### config.mk
export PLATFORM = sky130hd
export DESIGN_NAME = pinIrqCtrl
export DESIGN_NICKNAME = d
export VERILOG_FILES = /design/src/rtl/pinIrqPkg.sv /design/src/rtl/pinIrqControl.sv /design/src/rtl/pinIrqDatapath.sv /design/src/rtl/pinIrqCtrl.sv
export SDC_FILE = /design/constraint.sdc
export NUM_CORES = 1
export LEC_CHECK = 0
export BUFFER_PORTS_ARGS = -buffer_cell sky130_fd_sc_hd__buf_2
export CAP_MARGIN = 20
export CORE_MARGIN = 1
export CORE_UTILIZATION = 35
export CTS_BUF_LIST = sky130_fd_sc_hd__clkbuf_4 sky130_fd_sc_hd__clkbuf_8 sky130_fd_sc_hd__clkbuf_16
export DETAILED_ROUTE_END_ITERATION = 10
export GPL_TIMING_DRIVEN = 0
export PLACE_DENSITY_LB_ADDON = 0.12
export SLEW_MARGIN = 10
export SYNTH_ARGS = -nofsm -noshare
export SYNTH_HDL_FRONTEND = slang
export SYNTH_SLANG_ARGS = --single-unit
### constraint.sdc
create_clock -name clk -period 1.25 [get_ports clk]
set_input_delay 0.125 -clock clk [delete_from_list [all_inputs] [get_ports clk]]
set_output_delay 0.125 -clock clk [all_outputs]
set_load 0.02 [all_outputs]
### src/rtl/pinIrqPkg.sv
package pinIrqPkg;
  // bit positions in the status/control byte (address 0)
  localparam int unsigned MODE_BIT  = 0;
  localparam int unsigned MASK_BIT  = 1;
  localparam int unsigned ACK_BIT   = 2;
  localparam int unsigned FLAG_BIT  = 3;
  localparam int unsigned LEVEL_BIT = 4;
  // bit position in the config byte (address 1)
  localparam int unsigned PULL_BIT  = 0;
  localparam int unsigned CTRL_ADDR = 0;
  localparam int unsigned CFG_ADDR  = 1;

  typedef struct packed {
    logic latchSet;
    logic latchClr;
    logic holdSet;
    logic holdClr;
    logic wrCtrl;
    logic wrCfg;
  } pinIrqStrobes_t;
endpackage

### src/rtl/pinIrqControl.sv
module pinIrqControl
  import pinIrqPkg::*;
#(
  parameter int ADDR_W = 1
) (
  input  logic              regWrEn,
  input  logic [ADDR_W-1:0] regAddr,
  input  logic              ackWrBit,
  input  logic              vecAck,
  input  logic              fallEdge,
  input  logic              pinSync,
  input  logic              modeBit,
  input  logic              ackHeld,
  output pinIrqStrobes_t    strobe
);
  logic wrCtrl;
  logic wrCfg;
  logic ackPulse;

  assign wrCtrl   = regWrEn && (regAddr == ADDR_W'(CTRL_ADDR));
  assign wrCfg    = regWrEn && (regAddr == ADDR_W'(CFG_ADDR));
  assign ackPulse = vecAck || (wrCtrl && ackWrBit);

  always_comb begin
    strobe        = '0;
    strobe.wrCtrl = wrCtrl;
    strobe.wrCfg  = wrCfg;
    // a freshly detected edge always sets, and wins over any clear
    strobe.latchSet = fallEdge;
    if (!modeBit) begin
      strobe.latchClr = ackPulse;
      strobe.holdClr  = 1'b1;
    end else begin
      // level mode: release needs acknowledge and a high line
      strobe.latchClr = pinSync && (ackPulse || ackHeld);
      strobe.holdSet  = ackPulse && !pinSync && !fallEdge;
      strobe.holdClr  = fallEdge || (ackHeld && pinSync);
    end
  end
endmodule

### src/rtl/pinIrqDatapath.sv
module pinIrqDatapath
  import pinIrqPkg::*;
#(
  parameter int DATA_W      = 8,
  parameter int ADDR_W      = 1,
  parameter int SYNC_STAGES = 2
) (
  input  logic              clk,
  input  logic              rstN,
  input  logic              pinN,
  input  logic [ADDR_W-1:0] regAddr,
  input  logic [DATA_W-1:0] regWrData,
  input  pinIrqStrobes_t    strobe,
  output logic              fallEdge,
  output logic              pinSync,
  output logic              modeBit,
  output logic              ackHeld,
  output logic              flagQ,
  output logic              irqReq,
  output logic              pullUpDis,
  output logic [DATA_W-1:0] regRdData
);
  logic [SYNC_STAGES-1:0] syncQ;
  logic prevQ;
  logic latchQ;
  logic holdQ;
  logic maskQ;
  logic modeQ;
  logic pullQ;
  logic unusedWrBits;

  assign unusedWrBits = ^regWrData[DATA_W-1:2];

  // synchronizer resets low so a line held low through reset makes no edge
  always_ff @(posedge clk or negedge rstN) begin
    if (!rstN) begin
      syncQ <= '0;
      prevQ <= 1'b0;
    end else begin
      syncQ <= {syncQ[SYNC_STAGES-2:0], pinN};
      prevQ <= syncQ[SYNC_STAGES-1];
    end
  end

  assign pinSync  = syncQ[SYNC_STAGES-1];
  assign fallEdge = prevQ && !pinSync;

  always_ff @(posedge clk or negedge rstN) begin
    if (!rstN) begin
      latchQ <= 1'b0;
      holdQ  <= 1'b0;
    end else begin
      if (strobe.latchSet)      latchQ <= 1'b1;
      else if (strobe.latchClr) latchQ <= 1'b0;
      if (strobe.holdClr)       holdQ  <= 1'b0;
      else if (strobe.holdSet)  holdQ  <= 1'b1;
    end
  end

  always_ff @(posedge clk or negedge rstN) begin
    if (!rstN) begin
      maskQ <= 1'b0;
      modeQ <= 1'b0;
      pullQ <= 1'b0;
    end else begin
      if (strobe.wrCtrl) begin
        maskQ <= regWrData[MASK_BIT];
        modeQ <= regWrData[MODE_BIT];
      end
      if (strobe.wrCfg) pullQ <= regWrData[PULL_BIT];
    end
  end

  assign modeBit   = modeQ;
  assign ackHeld   = holdQ;
  assign flagQ     = latchQ;
  assign irqReq    = latchQ && !maskQ;
  assign pullUpDis = pullQ;

  always_comb begin
    regRdData = '0;
    if (regAddr == ADDR_W'(CTRL_ADDR)) begin
      regRdData[MODE_BIT]  = modeQ;
      regRdData[MASK_BIT]  = maskQ;
      regRdData[FLAG_BIT]  = latchQ;
      regRdData[LEVEL_BIT] = pinSync;
    end else if (regAddr == ADDR_W'(CFG_ADDR)) begin
      regRdData[PULL_BIT]  = pullQ;
    end
  end

  assert_edge_sets_R2: assert property (@(posedge clk) disable iff (!rstN)
    fallEdge |=> latchQ);
  assert_level_hold_R4: assert property (@(posedge clk) disable iff (!rstN)
    (modeQ && latchQ && !pinSync) |=> latchQ);
  assert_level_release_R4: assert property (@(posedge clk) disable iff (!rstN)
    (modeQ && holdQ && pinSync) |=> !latchQ);
  assert_pull_stable_R10: assert property (@(posedge clk) disable iff (!rstN)
    !strobe.wrCfg |=> $stable(pullQ));
endmodule

### src/rtl/pinIrqCtrl.sv
module pinIrqCtrl
  import pinIrqPkg::*;
#(
  parameter int          DATA_W      = 8,
  parameter int          ADDR_W      = 1,
  parameter int          SYNC_STAGES = 2,
  parameter logic [15:0] VEC_ADDR    = 16'hFFFA
) (
  input  logic              clk,
  input  logic              rstN,
  input  logic              pinN,
  input  logic [ADDR_W-1:0] regAddr,
  input  logic              regWrEn,
  input  logic [DATA_W-1:0] regWrData,
  output logic [DATA_W-1:0] regRdData,
  input  logic              vecAck,
  output logic              irqReq,
  output logic              pinLevel,
  output logic              pullUpDis,
  output logic [15:0]       vecAddr
);
  pinIrqStrobes_t strobe;
  logic fallEdge;
  logic pinSync;
  logic modeBit;
  logic ackHeld;
  logic flagQ;

  pinIrqControl #(.ADDR_W(ADDR_W)) uCtrl (
    .regWrEn  (regWrEn),
    .regAddr  (regAddr),
    .ackWrBit (regWrData[ACK_BIT]),
    .vecAck   (vecAck),
    .fallEdge (fallEdge),
    .pinSync  (pinSync),
    .modeBit  (modeBit),
    .ackHeld  (ackHeld),
    .strobe   (strobe)
  );

  pinIrqDatapath #(
    .DATA_W(DATA_W), .ADDR_W(ADDR_W), .SYNC_STAGES(SYNC_STAGES)
  ) uData (
    .clk       (clk),
    .rstN      (rstN),
    .pinN      (pinN),
    .regAddr   (regAddr),
    .regWrData (regWrData),
    .strobe    (strobe),
    .fallEdge  (fallEdge),
    .pinSync   (pinSync),
    .modeBit   (modeBit),
    .ackHeld   (ackHeld),
    .flagQ     (flagQ),
    .irqReq    (irqReq),
    .pullUpDis (pullUpDis),
    .regRdData (regRdData)
  );

  assign pinLevel = pinSync;
  assign vecAddr  = VEC_ADDR;

  assert_edge_ack_clears_R3: assert property (@(posedge clk) disable iff (!rstN)
    (!modeBit && vecAck && !fallEdge) |=> !flagQ);
  assert_ack_edge_keeps_R5: assert property (@(posedge clk) disable iff (!rstN)
    (fallEdge && vecAck) |=> flagQ);
endmodule

After elaboration in Yosys (flattened, before gate mapping)
Cells that the tools add are included.

operators by class
  mux-type cells = 10
  reduce and logical (&&, ||, !) cells = 17
  bitwise logic cells = 1

operators by type and width
  cell                number
  1-bit logical AND   9
  1-bit 2-to-1 mux    9
  2-bit nonzero test  2
  1-bit logical NOT   3
  1-bit logical OR    3
  2-bit 2-to-1 mux    1
  1-bit inverter      1

storage, ports and cells
  word-level logic and storage cells = 35
  output and inout bits = 27
  input bits = 14
  flip-flop bits (word level) = 8

Depth between registers and ports, before layout
Gate-level depths: netlist of the first run.

  depth in word-level cells = 9
  gate-level depth with buffers = 2
  gate-level depth less buffers = 2

Modules after synthesis
Synthesis of the first run repeated with hierarchy kept, for this count alone.

second synthesis, totals
  cell total of the unflattened synthesis = 56
  area, all modules = 583.1 sq um

by module, submodules not included
  module          area an instance (sq um)  times used  cells each
  pinIrqDatapath  342.8                     1           26
  pinIrqCtrl      127.6                     1           18
  pinIrqControl   112.6                     1           12

Worst setup path before layout of the first run
No wires, ideal clock.

  path kind = register to output
  start = register uData.pullQ (netlist: uData.pullUpDis)
  end = output port regRdData[0]
  path buffers = 0
  arrival time = 781 ps
  stages on the path, launching flop included = 2
  path slack = 344 ps
  required time = 1,125 ps
  cells stage by stage = dfrtp_1 mux2_2

between the ends
  cells in the longest elaborated chain, start to end = 1

RTL lines
  element                 RTL line              RTL
  start, declared         pinIrqDatapath.sv:29  logic pullQ;
  start signal, assigned  pinIrqDatapath.sv:70  if (strobe.wrCfg) pullQ <= regWrData[PULL_BIT];
  1-bit 2-to-1 mux        pinIrqDatapath.sv:82  if (regAddr == ADDR_W'(CTRL_ADDR)) begin
  end, declared           pinIrqCtrl.sv:15      output logic [DATA_W-1:0] regRdData,

No other way between the ends.

Worst setup path after layout of the first run
  start = register uData.modeQ (netlist: uData.modeBit)
  end = output port regRdData[0]

between the ends
  cells in the longest elaborated chain, start to end = 1

RTL lines
  element                 RTL line              RTL
  start, declared         pinIrqDatapath.sv:28  logic modeQ;
  start signal, assigned  pinIrqDatapath.sv:68  modeQ <= regWrData[MODE_BIT];
  1-bit 2-to-1 mux        pinIrqDatapath.sv:82

No other way between the ends.

==> results of run 1 <==
## worst paths after layout
path                                startpoint               to  slack, ns  depth (start not counted)
worst max-delay path             uData.modeBit     regRdData[0]       0.05                          2
worst min-delay path                    vecAck      uData.flagQ        0.1                          2
worst max register to register   uData.modeBit      uData.flagQ       0.35                          2
worst min register to register  uData.syncQ[0]   uData.syncQ[1]       0.35                          0
max in group asynchronous                 rstN    uData.ackHeld       0.84                          2
min in group asynchronous                 rstN  uData.pullUpDis       0.24                          2
## flip-flops by register name, summed over array words and instances, names as in the netlist
signal	flops
uData.syncQ	2
uData.ackHeld	1
uData.flagQ	1
uData.maskQ	1
uData.modeBit	1
uData.prevQ	1
uData.pullUpDis	1
## power by group
group | switching (uW) | internal [uW]
clock network | 81.3 | 109
registers | 19.3 | 284
logic | 128 | 118
total | 228 | 512
## timing repair
action	CTS	global route
resized for setup	0	3
hold endpoints to repair	9	0
hold buffers	2	0
setup endpoints to repair	0	1
## cell usage in the layout, fill, tap and decap left out, drive strengths merged
master	netlist	routed
a21bo	1	1
o32ai	1	1
buf	20	35
a21oi	1	1
and3b	1	1
nor3b	1	1
clkbuf	0	3
o31a	1	1
and2b	2	2
mux2	4	4
nor2b	3	3
dlygate4sd3	0	2
dfrtp	8	8
conb	2	20
nand2	1	1
## kinds of logic after synthesis
kind of cell,synth area share [%]
simple gates,10.8
other cells,1.51
flops,40.3
mux,9.07
buf+inv,30.2
compound gates,8.06
## cell type report
cell class | instances | area (sq um) | share of cell area [%]
Multi-Input combinational cell | 36 | 218 | 30.6
Timing Repair Buffer | 17 | 101 | 14.3
Sequential cell | 8 | 200 | 28.2
Tap cell | 15 | 18.8 | 2.64
Buffer | 20 | 150 | 21.1
Clock buffer | 3 | 22.5 | 3.17
## per-layer routing
| metal | GRT usage [%] | vias up | wire length (um) |
|---|---|---|---|
| li1 | - | 187 | - |
| met4 | 7.76 | 0 | 0 |
| met1 | 11.3 | 139 | 322 |
| met5 | 0 | - | 0 |
| met2 | 17.6 | 23 | 323 |
| met3 | 3.98 | 0 | 91 |
## stage by stage
stage               utilization [%]  cells  worst slack (ns)  cell area, sq um  hold slack (ns)
floorplan                         -     64             0.345               564           -0.171
global placement               50.0     94             0.303               658          -0.0264
detailed placement             50.0     94             0.288               658          -0.0217
CTS                            53.2     99            0.0334               701           0.0962
global route                   53.9     99          -0.00128               711           0.0856
finish                         53.9     99            0.0465               711           0.0994
==> results.md, run 1 <==
* RSZ-0062 raised after global routing: true
* Crit-path leading delay family: flip-flops
* Layout area overhead at 43.1%
* Drt first pass iters at 1
* Placer Congestion at 0.730
* Achievable frequency at 831 MHz
* Gr usage total at 10.8%
* Die height at 39.7 um
* First-pass GRT wire length at 1.07 mm
* Critical-path top delay cell: dfrtp_1
* Total grt overflow at 0
* Tcrit/Tclk final at 96.3%
* Final hold violation count at 0
* Synth Flop Type: dfrtp_1
* Crit path buffers/inverters at 1
* Routed Antenna Nets at 0
* Die area at 1570 sq um
* Filler cells at 132
* Cells after Synth at 46
* Seq/Total Area, Yosys at 40.3%
* WL final at 737 um
* Crit-path cells: mux2_4, buf_6
* Number of distinct library cells after synthesis at 13
* Status: finished, final reports clean
* Final Power at 740 uW
* # Post-CTS Setup Buffers at 0
* Cell accounting for the most synthesized area: dfrtp_1
* CTS max path bufs at 2
* Pwr dens at 1040 nW/um^2
* DP HPWL at 603 um
* Synth Area per Inst at 10.8 sq um
* Largest net degree at the start of global routing at 9
* Num CTS Buffers at 3
* I/O Pins at 41
* H-tree depth at 1
* Endpoints failing setup at 0
* Avg Vias per Cell at 3.53
* Clock skew at 0.00180 ns
* Number of synthesized flops with an enable pin at 0
* Worst-skew pair later-pin latency at 0.24 ns
* Via count at 349
* Row cnt at 13
* Fraction of registers with async set/reset at 100%
* Vias in the first global route at 268
* Maximum vdd drop at 0.000712 V
* Core area at 1320 sq um
* Clock sink count at 8
* Crit-path max cell delay at 0.41 ns
* Max Cap Viol at 0
* Clk pin slew, worst setup/hold paths at 0.05 ns
* Mapped Area at 497 sq um
* Period minus WS final at 1.20 ns
* Starting DRC count in detailed routing at 0
* Setup TNS at 0 ns
* Crit Path Category: reg -> out
* Hold Path Class: in -> reg
* Crit path max fanout at 5
* Data arrival, critical path at 1.08 ns
* Req. time, crit path at 1.12 ns
* # DRC at 0
* Crit path launch type: flip-flop
* Top cell type's share of synthesized area at 40.3%
* Antenna diodes at 0
* Initial Util at 37.7%
* Top post-synthesis cells by count: buf_4 (20), dfrtp_1 (8), mux2_2 (4), nor2b_1 (3)
* Die W at 39.7 um
* Initial antenna violation count at 0
* Count leader, synth: buf_4
* CTS root buffer: clkbuf_4
* Routed WL per cell at 7.44 um
* Lkg Pwr at 0.000398 uW
* PortBufs at 15
* Final net count at 100
* Critical path capture point type: primary output
* Post-synthesis register bit count at 8
* CTS tree: built
* Largest cells by area after synthesis: dfrtp_1 (40%), buf_4 (30%), mux2_2 (9.1%), nor2b_1 (3.8%), o32ai_2 (3.3%)
* Yosys warns at 0
* Max Transition Viols Final at 0
* Share of cells above drive strength 1 at 52.4%
Note: power is estimated with default switching activity, not from simulation.
==> run 2: changes to the inputs <==
Clock period 1.25 ns to 1.5 ns, I/O delays scaled along.
==> run 2 against run 1 <==
Wire length decreased by 0.95%. Critical path type unchanged. Sequential cell count unchanged. Hold slack better by 0.025 ns. Global-route usage stayed put. Worst setup slack improved by 0.22 ns. Largest cell class unchanged.
==> results.md, run 2 (synthesized netlist as in run 1, its figures left out) <==
* Clock sink count at 8 (unchanged)
* Achievable frequency at 809 MHz
* Data arrival, critical path at 1.09 ns (about the same)
* Pwr dens at 866 nW/um^2 (-17%)
* Crit path buffers/inverters at 1 (unchanged)
* Critical-path top delay cell: dfrtp_1
* Status: finished, final reports clean
* Fin util at 53.2% (-0.76 points)
* # hold bufs at CTS at 1 (-1)
* Antenna diodes at 0 (unchanged)
* Setup TNS at 0 ns (unchanged)
* Core area at 1320 sq um (unchanged)
* PortBufs at 15 (unchanged)
* Max Cap Viol at 0 (unchanged)
* Critical path capture point type: primary output
* Die W at 39.7 um (unchanged)
* Num CTS Buffers at 3 (unchanged)
* Crit path launch type: flip-flop
* Row cnt at 13 (unchanged)
* H-tree depth at 1 (unchanged)
* Avg Vias per Cell at 3.53 (unchanged)
* Filler cells at 135 (+2.3%)
* Initial Util at 37.7% (unchanged)
* Crit Path Category: reg -> out
* Most frequent cells in the layout: buf_4 (20), conb_1 (20), buf_2 (15)
* Post_cts resized at 0 (unchanged)
* Routed WL per cell at 7.37 um (-0.95%)
* # DRC at 0 (unchanged)
* First-pass GRT wire length at 1.07 mm (unchanged)
* Worst setup margin at 0.263 ns (+0.217 ns)
* Final Power at 606 uW (-18%)
* Hold Path Class: in -> reg
* WHS Path Cells at 2 (unchanged)
* Tcrit/Tclk final at 82.4%
* Largest net degree at the start of global routing at 9 (unchanged)
* Final net count at 100 (unchanged)
* Total grt overflow at 0 (unchanged)
* Pre-CTS setup slack at 0.513 ns (+0.225 ns)
* R2R setup slack at 0.61 ns (+0.26 ns)
* I/O Pins at 41 (unchanged)
* Share of cells above drive strength 1 at 52.4% (unchanged)
* Layout area overhead at 41.1%
* Clk pin slew, worst setup/hold paths at 0.05 ns (about the same)
* Lkg Pwr at 0.000392 uW (-1.6%)
* Cells on worst reg2reg path at 2 (unchanged)
* Vias in the first global route at 268 (unchanged)
* CTS tree: built
* Crit path max fanout at 5 (unchanged)
* Endpoints failing setup at 0 (unchanged)
* Maximum vdd drop at 0.000593 V (-17%)
* Starting DRC count in detailed routing at 0 (unchanged)
* Die area at 1570 sq um (unchanged)
* Req. time, crit path at 1.35 ns (+0.23 ns)
* WL final at 730 um (-0.95%)
* Routed Antenna Nets at 0 (unchanged)
* Max Transition Viols Final at 0 (unchanged)
* Gr usage total at 10.8% (unchanged)
* Worst hold endpoint: uData.flagQ
* # Post-CTS Setup Buffers at 0 (unchanged)
* Final hold violation count at 0 (unchanged)
* Min-delay src: vecAck
* Worst-skew pair later-pin latency at 0.24 ns (about the same)
* Placer Congestion at 0.730 (unchanged)
* Crit-path cells: mux2_2, buf_2
* Initial antenna violation count at 0 (unchanged)
* Period minus WS final at 1.24 ns
* Largest register by flop count: uData.syncQ
* Crit-path max cell delay at 0.41 ns (about the same)
* Reg2reg start: uData.modeBit
* Crit-path leading delay family: flip-flops
* CTS root buffer: clkbuf_4
* Via count at 349 (unchanged)
* CTS max path bufs at 2 (unchanged)
* RSZ-0062 raised after global routing: false
* Clock skew at 0.00167 ns (-0.000139 ns)
* Worst r2r dst: uData.flagQ
* Die height at 39.7 um (unchanged)
* DP HPWL at 603 um (unchanged)
* Drt first pass iters at 1 (unchanged)
* Max reg flops at 2 (unchanged)
[run 2: area by class of cell]
| class | count | area, sq um | share of cell area, % |
|---|---|---|---|
| Buffer | 20 | 150 | 21.4 |
| Multi-Input combinational cell | 36 | 214 | 30.5 |
| Clock buffer | 3 | 22.5 | 3.21 |
| Tap cell | 15 | 18.8 | 2.68 |
| Sequential cell | 8 | 200 | 28.6 |
| Timing Repair Buffer | 17 | 95.1 | 13.6 |
[run 2: where the power goes]
part | leakage, uW | switching, uW | internal, uW | total, uW
registers | 0.0000959 | 15.8 | 237 | 253
logic | 0.000282 | 105 | 90.0 | 195
clock network | 0.0000138 | 67.6 | 91.2 | 159
[run 2: stage by stage]
step                hold slack [ns]  cell area [sq um]  std cells
floorplan                    -0.146                564         64
global placement           -0.00138                658         94
detailed placement          0.00329                658         94
CTS                         0.00335                691         98
global route                  0.111                701         99
finish                        0.125                701         99
[run 2: metal layers]
| layer | routed length, um | GRT usage [%] | up-vias |
|---|---|---|---|
| met2 | 323 | 17.6 | 23 |
| met5 | 0 | 0 | - |
| li1 | - | - | 187 |
| met3 | 90 | 3.98 | 0 |
| met4 | 0 | 7.76 | 0 |
| met1 | 316 | 11.3 | 139 |
[run 2: how the worst max path moves through the flow]
stage	slack, ns	startpoint	end	depth (start not counted)
after global routing	0.21	uData.modeBit	regRdData[0]	2
final	0.26	uData.modeBit	regRdData[0]	2
after detailed placement	0.51	regAddr	uData.maskQ	3
after floorplan	0.57	uData.pullUpDis	regRdData[0]	1
after global placement	0.53	uData.modeBit	regRdData[0]	2
after CTS	0.26	uData.modeBit	regRdData[0]	2
==> run 3: changes to the inputs <==
Settings changed: CORE_UTILIZATION 35 to 33.
Clock period 1.5 ns to 1.1 ns, I/O delays scaled along.
==> run 3 against run 2 <==
The flow now finishes with violations (negative setup slack). Critical path depth unchanged. Sequential power grew 34%. Combinational power is 53% higher. Clock power increased by 41%. Global-route usage increased by 0.40 points. Hold slack got worse by 0.050 ns. Core utilization up 0.85 points. Power rose by 42%. Sequential share of layout area shrank 1.1 points. Critical endpoint unchanged. Largest power group unchanged.
==> results.md, run 3 (synthesized netlist as in run 1, its figures left out) <==
* Status: finished, violations left
* Failing checks: negative setup slack
* Die W at 40.8 um (+2.8%)
* Placer Congestion at 0.719 (-1.6%)
* Core area at 1350 sq um (+2.5%)
* Initial antenna violation count at 0 (unchanged)
* Design Area, Final at 729 sq um (+4.1%)
* Gr busiest metal: met2
* Die area at 1660 sq um (+5.8%)
* Largest register by flop count: uData.syncQ
* R2R setup slack at 0.11 ns (-0.50 ns)
* Max reg flops at 2 (unchanged)
* M2 GR Usage at 17.6% (-0.045 points)
* Commonest non-fill, non-tap cell in the layout: buf_4
* Lkg Pwr at 0.000408 uW (+4.2%)
* RSZ-0062 raised after global routing: true
* Placed Instance Area at 658 sq um (unchanged)
* Data arrival, critical path at 1.02 ns (-0.07 ns)
* Initial Util at 36.8% (-0.91 points)
* Max Cap Viol at 0 (unchanged)
* Tcrit/Tclk final at 103%
* Critical path capture point type: primary output
* Achievable frequency at 883 MHz
* Clock sink count at 8 (unchanged)
* DP HPWL at 602 um (about the same)
* Avg Vias per Cell at 3.55 (+0.67%)
* Cells on worst reg2reg path at 3 (+1)
* Routed Antenna Nets at 0 (unchanged)
* Most frequent cells in the layout: buf_4 (23), conb_1 (20), buf_2 (14)
* Starting DRC count in detailed routing at 0 (unchanged)
* Via count at 362 (+3.7%)
* Filler cells at 136 (+0.74%)
* Hold Path Class: in -> reg
* Antenna diodes at 0 (unchanged)
* CTS root buffer: clkbuf_4
* PortBufs at 15 (unchanged)
* Row cnt at 13 (unchanged)
* Total grt overflow at 0 (unchanged)
* Worst setup margin at -0.0327 ns (-0.296 ns)
* Routed WL per cell at 7.60 um (+3.0%)
* Maximum vdd drop at 0.000983 V (+66%)
* Final Power at 862 uW (+42%)
* Worst r2r dst: uData.flagQ
* M3 GR Usage at 2.17% (-1.8 points)
* Final net count at 103 (+3.0%)
* Max Transition Viols Final at 0 (unchanged)
* Seq. cell area at 200 sq um (unchanged)
* Crit Path Category: reg -> out
* Vias in the first global route at 282 (+5.2%)
* # DRC at 0 (unchanged)
* Crit path launch type: flip-flop
* Period minus WS final at 1.13 ns
* Met1 Usage GRT at 13.8% (+2.5 points)
* CTS max path bufs at 2 (unchanged)
* Req. time, crit path at 0.99 ns (-0.36 ns)
* Worst hold slack at 0.0749 ns (-0.0498 ns)
* Largest net degree at the start of global routing at 9 (unchanged)
* WL final at 775 um (+6.2%)
* Final hold violation count at 0 (unchanged)
* Die height at 40.8 um (+2.8%)
* CTS tree: built
* WHS Path Cells at 2 (unchanged)
* Num CTS Buffers at 3 (unchanged)
* Clk pin slew, worst setup/hold paths at 0.06 ns (about the same)
* Clock skew at 0.00362 ns (+0.00196 ns)
* Pwr dens at 1180 nW/um^2 (+36%)
* Worst hold endpoint: uData.flagQ
* Gr usage total at 11.2% (+0.40 points)
* I/O Pins at 41 (unchanged)
* Worst-skew pair later-pin latency at 0.25 ns (about the same)
* Layout area overhead at 46.9%
* Drt first pass iters at 1 (unchanged)
* H-tree depth at 1 (unchanged)
* Endpoints failing setup at 1 (+1)
* Min-delay src: vecAck
* Multi-input logic area at 214 sq um (unchanged)
* Crit path max fanout at 2 (-3)
* Share of cells above drive strength 1 at 54.0% (+1.6 points)
* First-pass GRT wire length at 1.17 mm (+9.1%)
* Reg2reg start: uData.modeBit
-- run 3: per-stage QoR --
step	instances	setup TNS, ns	utilization (%)	setup slack, ns
after CTS	101	-0.0440	53.5	-0.0440
after detailed placement	94	0	48.7	0.157
after global routing	102	-0.0748	54.0	-0.0748
final	102	-0.0327	54.0	-0.0327
after global placement	94	0	48.7	0.168
after floorplan	64	0	-	0.210
-- run 3: worst max-delay path by stage --
stage,end,depth (start not counted),startpoint
finish,regRdData[0],2,uData.pullUpDis
floorplan,regRdData[0],1,uData.pullUpDis
global placement,regRdData[0],2,uData.modeBit
detailed placement,uData.maskQ,3,regAddr
CTS,regRdData[0],2,uData.pullUpDis
global route,regRdData[0],2,uData.modeBit
-- run 3: critical path: stages (launching register included) --
cell and delay [ns]:
dfrtp_1 0.37, mux2_2 0.27, buf_6 0.13
-- run 3: final cells by class --
type                    count  share of cell area [%]
well taps                  15                    2.57
clock buffers               3                    3.09
multi-input cells          36                    29.3
plain buffers              20                    20.6
flip-flops and latches      8                    27.4
repair buffers             20                    17.0
-- run 3: what timing repair did --
| action | CTS | global route |
|---|---|---|
| pin swaps | 0 | 0 |
| endpoints found under the setup margin | 1 | 2 |
| resized for setup | 2 | 0 |
| setup buffers | 2 | 1 |
| hold endpoints to repair | 9 | 0 |
| hold buffers | 2 | 0 |
-- run 3: where the power goes --
group          switching (uW)  total (uW)  internal, uW
logic                     154         299           146
clock network            99.0         224           125
registers                15.8         339           323
total                     268         862           593
-- run 3: routing by layer --
layer  wire length, um  part of all wire, %  vias up
met5                 0                    0        -
met4                 0                    0        0
met3                90                   12        0
met2               351                   45       24
met1               333                   43      145
li1                  -                    -      193
